--- config.mk ---
export PLATFORM = sky130hd
export DESIGN_NAME = i2c_pkt_master
export DESIGN_NICKNAME = d
export VERILOG_FILES = /design/src/rtl/i2c_pkt_master.sv
export SDC_FILE = /design/constraint.sdc
export NUM_CORES = 1
export LEC_CHECK = 0
export BUFFER_PORTS_ARGS = -buffer_cell sky130_fd_sc_hd__buf_2
export CAP_MARGIN = 15
export CORE_ASPECT_RATIO = 0.9
export CORE_UTILIZATION = 55
export CTS_BUF_LIST = sky130_fd_sc_hd__clkbuf_2
export CTS_CLUSTER_SIZE = 16
export DETAILED_ROUTE_END_ITERATION = 16
export GPL_TIMING_DRIVEN = 0
export PLACE_DENSITY = 0.82
export SLEW_MARGIN = 20
export SYNTH_ARGS = -nofsm -noshare
export SYNTH_HDL_FRONTEND = slang
export SYNTH_SLANG_ARGS = --single-unit
--- constraint.sdc ---
create_clock -name clk -period 2.1 [get_ports clk]
set_input_delay 0.21 -clock clk [delete_from_list [all_inputs] [get_ports clk]]
set_output_delay 0.21 -clock clk [all_outputs]
set_load 0.01 [all_outputs]
--- src/rtl/i2c_pkt_master.sv ---
module i2c_pkt_master (
  input  logic        clk,
  input  logic        rst_n,
  input  logic        tick,
  input  logic        reg_wr,
  input  logic [1:0]  reg_addr,
  input  logic [31:0] reg_wdata,
  output logic [31:0] reg_rdata,
  input  logic        scl_in,
  input  logic        sda_in,
  output logic        scl_oe,
  output logic        sda_oe
);

  typedef enum logic [2:0] {S_IDLE, S_START, S_ADDR, S_TX, S_RX, S_STOP} st_t;

  st_t        state, nx_first, nx_data, nx_end;
  logic [1:0] q;
  logic [3:0] bitn;
  logic [7:0] sh, tx_buf, rx_buf;
  logic [6:0] c_addr;
  logic       c_tx, c_rx, c_last, c_stop;
  logic       own, got_ack, st_ack, st_nak, st_done;
  logic       engine_on, busy, launch, clr;

  function automatic st_t pick(input logic rx, input logic tx, input logic sp);
    if (rx)      return S_RX;
    else if (tx) return S_TX;
    else if (sp) return S_STOP;
    else         return S_IDLE;
  endfunction

  assign engine_on = (state != S_IDLE);
  assign busy      = own | engine_on;
  assign launch    = reg_wr && reg_addr == 2'd0 && reg_wdata[16] && !engine_on;
  assign clr       = reg_wr && reg_addr == 2'd2;

  always_comb begin
    nx_first = pick(reg_wdata[3], reg_wdata[1], reg_wdata[5]);
    nx_data  = pick(c_rx, c_tx, c_stop);
    nx_end   = c_stop ? S_STOP : S_IDLE;
  end

  always_comb begin
    case (reg_addr)
      2'd1:    reg_rdata = {15'b0, busy, rx_buf, tx_buf};
      2'd2:    reg_rdata = {15'b0, st_done, 14'b0, st_nak, st_ack};
      default: reg_rdata = 32'b0;
    endcase
  end

  always_ff @(posedge clk or negedge rst_n) begin
    if (!rst_n) begin
      state   <= S_IDLE;
      q       <= 2'd0;
      bitn    <= 4'd0;
      sh      <= 8'd0;
      tx_buf  <= 8'd0;
      rx_buf  <= 8'd0;
      c_addr  <= 7'd0;
      c_tx    <= 1'b0;
      c_rx    <= 1'b0;
      c_last  <= 1'b0;
      c_stop  <= 1'b0;
      own     <= 1'b0;
      got_ack <= 1'b0;
      st_ack  <= 1'b0;
      st_nak  <= 1'b0;
      st_done <= 1'b0;
      scl_oe  <= 1'b0;
      sda_oe  <= 1'b0;
    end else begin
      if (clr) begin
        if (reg_wdata[0])  st_ack  <= 1'b0;
        if (reg_wdata[1])  st_nak  <= 1'b0;
        if (reg_wdata[16]) st_done <= 1'b0;
      end
      if (reg_wr && reg_addr == 2'd1) tx_buf <= reg_wdata[7:0];

      if (state == S_IDLE) begin
        if (launch) begin
          c_addr <= reg_wdata[30:24];
          c_tx   <= reg_wdata[1];
          c_rx   <= reg_wdata[3];
          c_last <= reg_wdata[4];
          c_stop <= reg_wdata[5];
          q      <= 2'd0;
          bitn   <= 4'd0;
          if (reg_wdata[0]) state <= S_START;
          else begin
            state <= nx_first;
            if (nx_first == S_TX)   sh      <= tx_buf;
            if (nx_first == S_IDLE) st_done <= 1'b1;
          end
        end
      end else if (tick) begin
        q <= q + 2'd1;
        case (state)
          S_START: begin
            case (q)
              2'd0: sda_oe <= 1'b0;
              2'd1: scl_oe <= 1'b0;
              2'd2: sda_oe <= 1'b1;
              default: begin
                scl_oe <= 1'b1;
                own    <= 1'b1;
                sh     <= {c_addr, c_rx};
                bitn   <= 4'd0;
                state  <= S_ADDR;
              end
            endcase
          end
          S_ADDR, S_TX, S_RX: begin
            case (q)
              2'd0: begin
                if (bitn == 4'd8) sda_oe <= (state == S_RX) && !c_last;
                else              sda_oe <= (state != S_RX) && !sh[7];
              end
              2'd1: scl_oe <= 1'b0;
              2'd2: begin
                if (bitn != 4'd8) sh <= {sh[6:0], sda_in};
                else if (state != S_RX) begin
                  got_ack <= !sda_in;
                  if (!sda_in) st_ack <= 1'b1;
                  else         st_nak <= 1'b1;
                end
              end
              default: begin
                scl_oe <= 1'b1;
                if (bitn != 4'd8) bitn <= bitn + 4'd1;
                else begin
                  bitn <= 4'd0;
                  if (state == S_RX) rx_buf <= sh;
                  if (state == S_ADDR && got_ack) begin
                    state <= nx_data;
                    if (nx_data == S_TX)   sh      <= tx_buf;
                    if (nx_data == S_IDLE) st_done <= 1'b1;
                  end else begin
                    state <= nx_end;
                    if (nx_end == S_IDLE) st_done <= 1'b1;
                  end
                end
              end
            endcase
          end
          S_STOP: begin
            case (q)
              2'd0: sda_oe <= 1'b1;
              2'd1: scl_oe <= 1'b0;
              2'd2: sda_oe <= 1'b0;
              default: begin
                own     <= 1'b0;
                state   <= S_IDLE;
                st_done <= 1'b1;
              end
            endcase
          end
          default: state <= S_IDLE;
        endcase
      end
    end
  end

endmodule

Word-level counts from Yosys, hierarchy flattened
Index checks and enable logic that the tools add are counted.
W data, S select, Z words.
{ "word_totals": {"memories": 0, "latchBits": 0, "in_bits": 40, "romBits": 0, "ramBits": 0, "reg_bits": 51, "wordCells": 178, "out_inout_bits": 34} }
{ "op_classes": {"n_addsub": 2, "eq_ne": 33, "div_mod_pow": 0, "shift": 0, "muxes": 82, "mul": 0, "n_lt_le_gt_ge": 0, "bitwise": 4, "reduce_logical": 39} }
{ "ops": {"columns": ["operator", "count"], "rows": [
  ["$mux W8", 10],
  ["$mux W3", 15],
  ["$mux W1", 36],
  ["$pmux W17 S2", 1],
  ["$pmux W8 S2", 2],
  ["$mux W4", 6],
  ["$ne A3 B3 Y1 const B", 8],
  ["$reduce_and A6 Y1", 4],
  ["$ne A4 B4 Y1 const B", 5],
  ["$reduce_and A5 Y1", 3],
  ["$ne A2 B2 Y1 const B", 7],
  ["$eq A3 B2 Y1 const B", 4],
  ["$logic_not A3 Y1", 4],
  ["$pmux W1 S2", 6],
  ["$reduce_and A11 Y1", 1],
  ["$pmux W3 S3", 1],
  ["$reduce_bool A3 Y1", 3],
  ["$logic_and A1 B1 Y1", 8],
  ["$pmux W4 S2", 1],
  ["$eq A3 B3 Y1 const B", 2],
  ["$mux W2", 3],
  ["$reduce_bool A2 Y1", 3],
  ["$reduce_or A3 Y1", 2],
  ["$add A4 B1 Y4 const B", 1],
  ["14 further kinds", 24]
]} }

Logic depth before layout (Yosys ltp)
Gate-level depths: netlist of the first run.
{ "depth": {"word_depth": 11, "mapped_depth": 8, "ltp_nobuf": 7} }

Least setup slack after synthesis of the first run
OpenSTA, ideal clock, no wires.
{ "synth_timing": {"kind": "register to register", "from": "register bitn[0]", "to": "register sh[0]", "path_stages_with_launch": 9, "arrival_ns": 1.758, "n_path_buf": 1, "synth_period_minus_slack_ns": 1.883, "t_required_ns": 1.975, "setup_time_ns": 0.125, "path_slack_ns": 0.217, "cell_sequence": "dfrtp_1 -> inv_1 -> ha_1 -> and3b_1 -> a21o_1 -> a41o_1 -> and2_4 -> buf_12 -> mux2_4"} }
{ "synth_via": {"elab_chain_len": 3, "elab_cells_between_ends": 5, "classes_between": "4 x eq/ne; 1 x reduce/logical"} }
{ "synth_rtl": {"columns": ["item", "line_no", "source"], "rows": [
  ["start, declared", "19", "logic [3:0] bitn;"],
  ["start signal, assigned", "130", "if (bitn != 4'd8) bitn <= bitn + 4'd1;"],
  ["$ne A4 B4 Y1 *", "121, 130", null],
  ["$ne A4 B4 Y1 (no source line)", null, null],
  ["$reduce_and A11 Y1 (no source line) *", null, null],
  ["end signal, assigned", "107", "sh <= {c_addr, c_rx};"],
  ["end signal, assigned", "121", "if (bitn != 4'd8) sh <= {sh[6:0], sda_in};"],
  ["end signal, assigned", "136", "if (nx_data == S_TX) sh <= tx_buf;"],
  ["end, declared", "20", "logic [7:0] sh, tx_buf, rx_buf;"]
]} }
Every way passes the cells marked *; elsewhere a longest branch is shown, timed or not.
A chain may end at the register's enable or synchronous reset.

Worst setup path after layout of the first run
{ "layout_timing": {"from": "register bitn[0]", "to": "register sh[1]"} }
The elaborated chain is that of the path after synthesis.

==> results of run 1 <==
## state kept, by name, summed over array words and instances (netlist names)
register / cells
sda_oe: 1
c_stop: 1
bitn: 4
scl_oe: 1
st_ack: 1
q: 2
st_done: 1
sh: 8
c_rx: 1
c_addr: 7
c_last: 1
own: 1
got_ack: 1
c_tx: 1
state: 3
rx_buf: 8
st_nak: 1
tx_buf: 8
## report_power, final
| group | leakage [nW] | switching [W] | internal [W] |
|---|---|---|---|
| Combinational | 1.10 | 0.00105 | 0.000991 |
| Clock | 0.0350 | 0.000310 | 0.000194 |
| Sequential | 0.643 | 0.000273 | 0.00129 |
| Total | 1.78 | 0.00163 | 0.00248 |
## logic make-up after synthesis
group	after synthesis
other	1
adders and majority gates	9
DFF	51
AOI/OAI and AO/OA	63
muxes	35
buffers and inverters	38
and+or+nand+nor	99
## layer usage
layer / GRT usage / vias up
met4: 0.137 / 0
met1: 0.364 / 1174
li1: - / 1169
met2: 0.401 / 110
met5: 0 / -
met3: 0.0541 / 20
## critical path, stage by stage (launching register included)
cell	delay, ns
sky130_fd_sc_hd__dfrtp_1	0.47
sky130_fd_sc_hd__inv_1	0.06
sky130_fd_sc_hd__ha_1	0.20
sky130_fd_sc_hd__and3b_2	0.27
sky130_fd_sc_hd__a21o_1	0.17
sky130_fd_sc_hd__a41o_1	0.23
sky130_fd_sc_hd__and2_4	0.17
sky130_fd_sc_hd__buf_12	0.14
sky130_fd_sc_hd__mux2_4	0.29
## worst max-delay path by stage
stage,start,to,slack (ns),cells past startpoint
finish,bitn[0],sh[1],0.03,8
global route,state[0],reg_rdata[16],-0.004,5
CTS,q[0],sh[1],0.006,8
detailed placement,q[0],sh[0],0.003,8
global placement,q[0],sh[0],0.02,8
floorplan,bitn[0],sh[0],0.22,8
## cell usage after synthesis (5+ instances only)
cell type                  instances
sky130_fd_sc_hd__a21oi_1           9
sky130_fd_sc_hd__mux2_2           27
sky130_fd_sc_hd__nor2b_1           6
sky130_fd_sc_hd__inv_1            11
sky130_fd_sc_hd__o21ai_0          19
sky130_fd_sc_hd__nand3_1           9
sky130_fd_sc_hd__buf_2             5
sky130_fd_sc_hd__mux2_4            8
sky130_fd_sc_hd__dfrtp_1          51
sky130_fd_sc_hd__and2_1           14
sky130_fd_sc_hd__nor2_1           24
sky130_fd_sc_hd__ha_1              9
sky130_fd_sc_hd__nand2_1          22
sky130_fd_sc_hd__o22ai_1          10
sky130_fd_sc_hd__clkbuf_1          5
sky130_fd_sc_hd__buf_4            15
sky130_fd_sc_hd__nand2b_1          5
## layout make-up
type,instances,area (um^2),area share
Tap cell,67,83.8,0.0232
Sequential cell,51,1280,0.354
Timing Repair Buffer,60,393,0.109
Multi-Input combinational cell,221,1570,0.434
Buffer,26,184,0.0510
Inverter,11,41.3,0.0114
Clock buffer,5,25.0,0.00693
Clock inverter,2,37.5,0.0104
## what timing repair did
item,4_1_cts,5_1_grt
gates cloned,0,0
pin swaps,1,1
gates resized for setup,2,6
endpoints found under the setup margin,4,12
endpoints found under the hold margin,30,0
hold buffers,12,0
setup buffers,2,5
## metrics by stage
step                       util  TNS [ns]  worst slack [ns]  cell area (um^2)  power (W)
final                     0.687         0            0.0288              3610    0.00411
after global routing      0.687  -0.00494          -0.00448              3610    0.00441
after CTS                 0.676         0           0.00570              3550    0.00396
after detailed placement  0.639         0           0.00343              3360    0.00341
after global placement    0.635         0            0.0182              3340    0.00333
after floorplan               -         0             0.217              3050    0.00294
==> out/metrics.cfg, run 1 <==
[logic_synthesis]
ys_ff_latch=51
synth_top_area_cell=sky130_fd_sc_hd__dfrtp_1
synth_top_area_share=0.426
synth-edff-count=0
syn-mean-instance-area_um2=10.1
compound_gate_fraction_of_synth_area=0.139
synthMuxAreaShare=0.141
fraction_of_the_yosys_area_taken_by_sequential_cells=0.426
synth_simple_gate_area_frac=0.179
netlist_area_um2=3000
synthDistinctLibCells=50
post_synth_xor_area_fraction=0
synth.area.top_cells=sky130_fd_sc_hd__dfrtp_1, sky130_fd_sc_hd__mux2_2, sky130_fd_sc_hd__mux2_4
synth_top_family_by_area=simple AND/OR/NAND/NOR gates
yosys_most_used_dff=sky130_fd_sc_hd__dfrtp_1
post_synthesis_cells=296
asr_flop_ratio_synth=1.00
synth_adder_area_share=0.0375
ys_warn_count=0

[worst_hold_path]
worstHoldPathType=input pin to register
endpoint_worst_hold=tx_buf[5]
holdCritStartpoint=reg_wdata[5]
min_delay_path_depth=2

[drt]
drt_drc_violations_left=0
antenna_left=0
dr.first_iter.drc_count=172
routed_wire_length_per_instance_um=15.8
wire_length_on_met2_mm=3.37
wl_met1_mm=2.95
num_vias=2473
drtPass1Iterations=4
drt-total-wl_mm=7.01
routed_via_density=5.58
routed-wl-met3_um=491
highest_layer=met4

[floorplanning]
core_area_um2=5260
row_count=25
area_of_the_die_um2=5750
top_level_ports=74
initial_utilization=0.571
die_width_um=79.8
die_y_um=72.1

[setup_path]
endpoint_kind=register
timing.critical_path.arrival_ns=2.44
crit_path_max_fanout=8
r2r_cells=8
worst-endpoint-required_ns=2.47
reg2reg_to=sh[1]
critical_path_type=register to register
r2r_slack_ns=0.03
critical_path.reg2reg.startpoint=bitn[0]
critical_path.startpoint_type=register

[timing]
hold_slack_final_ns=0.0258
final.setup_skew_ns=0.0197
max_clock_freq_mhz=483
final_max_slew_viol_count=0
finalSetupViolations=0
finalCritPeriodShare=0.986
final-hold-violation-count=0
post-route-min-period_ns=2.07

[placed_design]
dpl.hpwl_mm=4.89
portBuffers=40
gp_routability_congestion=0.881
placed_cells_incl_taps=418

[clock_tree]
clkSlewWorstSetupHoldPaths_ns=0.25
cts_inserted_buffers=5
htree_num_levels=2
clock_tree.buffer_depth=2
clk_root_buffer_cell=sky130_fd_sc_hd__clkbuf_2
numClockSinks=51
clk-insertion-delay-late_ns=0.45
cts_tree=built

[layout]
final_cell_mix=sky130_fd_sc_hd__dfrtp_1, sky130_fd_sc_hd__buf_2, sky130_fd_sc_hd__mux2_2
fin_cells=443
finish.net_count=425
area.growth.synth_to_final_pct=20.3
mostFrequentLayoutCell=sky130_fd_sc_hd__dfrtp_1
antenna-diode-count=0
drive_gt1_frac=0.327
nFillCells=403

[global_routing]
antenna_violations_before_repair=0
first_global_vias=2384
total_global_route_track_usage=0.266
pin_count_of_the_biggest_net_entering_global_routing=34
global_route_wire_length_before_repair_mm=11.5
grt.overflow.total=0

[run_status]
run_status=completed

[job]
max_cap_viol_count=0

[power]
vdd.ir_drop.worst_mv=0.571
power-per-cell-area_nw_per_um2=1140
total_leakage_power_nw=1.78

Note: power is estimated with default switching activity, not from simulation.
==> inputs of run 2 (changes only) <==
- PLACE_DENSITY: 0.82 -> 0.9
==> out/metrics.cfg, run 2 (synthesis results as in run 1) <==
[layout]
final_cell_mix=sky130_fd_sc_hd__dfrtp_1, sky130_fd_sc_hd__buf_2, sky130_fd_sc_hd__mux2_2
drive_gt1_frac=0.324
sequential_cell_area_um2=1280
postLayoutCellArea_um2=3620
nFillCells=365
mostFrequentLayoutCell=sky130_fd_sc_hd__dfrtp_1
multi_input_comb_area_um2=1570
final_core_util=0.689
finish.net_count=424
area.growth.synth_to_final_pct=20.7
reg.largest.list=rx_buf: 8 flops, sh: 8 flops, tx_buf: 8 flops
antenna-diode-count=0

[power]
power_frac_comb=0.478
vdd.ir_drop.worst_mv=0.490
switching_share=0.398
pwr-share-clk=0.153
power-per-cell-area_nw_per_um2=1190
total_leakage_power_nw=1.79
power.net_switching_w=0.00171
fin_total_pwr_w=0.00430
seqPwrFrac=0.369
internal_power_w=0.00259

[clock_tree]
cts_inserted_buffers=5
clk-insertion-delay-late_ns=0.49
htree_num_levels=2
clkSlewWorstSetupHoldPaths_ns=0.24
clock_tree.buffer_depth=2
numClockSinks=51
cts_tree=built
clk_root_buffer_cell=sky130_fd_sc_hd__clkbuf_2

[floorplanning]
top_level_ports=74
area_of_the_die_um2=5750
die_y_um=72.1
row_count=25
initial_utilization=0.571
core_area_um2=5260
die_width_um=79.8

[timing]
grt_setup_unrepaired=no
finalCritPeriodShare=0.978
final_max_slew_viol_count=0
tns_ns=0
finalSetupViolations=0
final-hold-violation-count=0
relSlewSlack=0.585
worst_pin_slew_ns=0.623
final.setup_skew_ns=0.0414
hold_slack_final_ns=0.0250
post-route-min-period_ns=2.05
max_clock_freq_mhz=487

[run_status]
run_status=completed

[placed_design]
dpl_cell_area_um2=3340
dpl.hpwl_mm=4.97
gp_routability_congestion=0.907
portBuffers=40

[drt]
drt_drc_violations_left=0
dr.first_iter.drc_count=301
num_vias=2572
drtPass1Iterations=7
drt-total-wl_mm=7.38
antenna_left=0
routed_wire_length_per_instance_um=16.7
routed_via_density=5.81

[setup_path]
critical_path.reg2reg.startpoint=bitn[0]
critical_path.startpoint_type=register
critical_path_type=register to register
endpoint_kind=register
crit_slowest_cell=sky130_fd_sc_hd__dfrtp_1
cpPeakStageDelay_ns=0.48
crit_chain=inv_2 > ha_2 > and3b_2 > a21o_1 > a41o_1 > and2_4 > buf_12 > mux2_4
worst-endpoint-required_ns=2.48
timing.critical_path.arrival_ns=2.43
crit_path_start=bitn[0]
crit_path_max_fanout=8

[worst_hold_path]
holdCritStartpoint=sda_in
worstHoldPathType=input pin to register

[global_routing]
pin_count_of_the_biggest_net_entering_global_routing=52
antenna_violations_before_repair=0
grt.overflow.total=0
global_route_wire_length_before_repair_mm=11.4
total_global_route_track_usage=0.263
first_global_vias=2315

[job]
max_cap_viol_count=0

run 2: cell count changes in the layout (fill, tap and decap cells not counted), sizes merged:
| cell | previous run | this run |
|---|---|---|
| buf | 70 | 67 |
| bufinv | 1 | 2 |
| clkinvlp | 1 | 0 |
| clkbuf | 9 | 10 |
| dlygate4sd3 | 12 | 14 |
run 2: final timing paths:
kind	endpoint	cells past startpoint	slack, ns
max	sh[7]	8	0.05
min	got_ack	3	0.03
max reg2reg	sh[7]	8	0.05
min reg2reg	rx_buf[0]	1	0.53
max in group asynchronous	q[0]	2	1.42
min in group asynchronous	own	2	0.24
run 2: power groups by stage:
stage	Clock (W)	Sequential, W	Combinational (W)
final	0.000657	0.00159	0.00206
after global placement	0	0.00156	0.00177
after global routing	0.000692	0.00162	0.00221
after detailed placement	0	0.00159	0.00184
after CTS	0.000642	0.00157	0.00187
after floorplan	0	0.00150	0.00144
run 2: per-layer routing:
metal	share of wire	track usage
met1	0.41	0.358
met2	0.48	0.425
met3	0.083	0.0491
met4	0.035	0.0853
met5	0	0
run 2: metrics by stage:
stage	setup WS (ns)	instances
detailed placement	-0.0329	417
finish	0.0458	443
global placement	0.0145	417
global route	0.00188	443
floorplan	0.217	310
CTS	0.00967	435
run 2: layout make-up:
class                           instances  share of cell area
Tap cell                               67              0.0232
Timing Repair Buffer                   59               0.105
Sequential cell                        51               0.352
Inverter                               11              0.0114
Clock buffer                            6             0.00829
Clock inverter                          2              0.0166
Buffer                                 26              0.0508
Multi-Input combinational cell        221               0.432
run 2: timing repair:
item,in CTS,in global routing
hold endpoints to repair,61,6
buffers inserted,0,5
hold buffers,11,3
endpoints found under the setup margin,9,12
gates resized for setup,2,8
pin swaps,0,2
run 2: critical path, delay by kind of cell, from the launching register on:
kind	cells	cell delay (ns)
mux	1	0.29
fa+ha+maj	1	0.18
buf+inv	2	0.19
compound gates	2	0.40
flops	1	0.48
simple gates	2	0.43
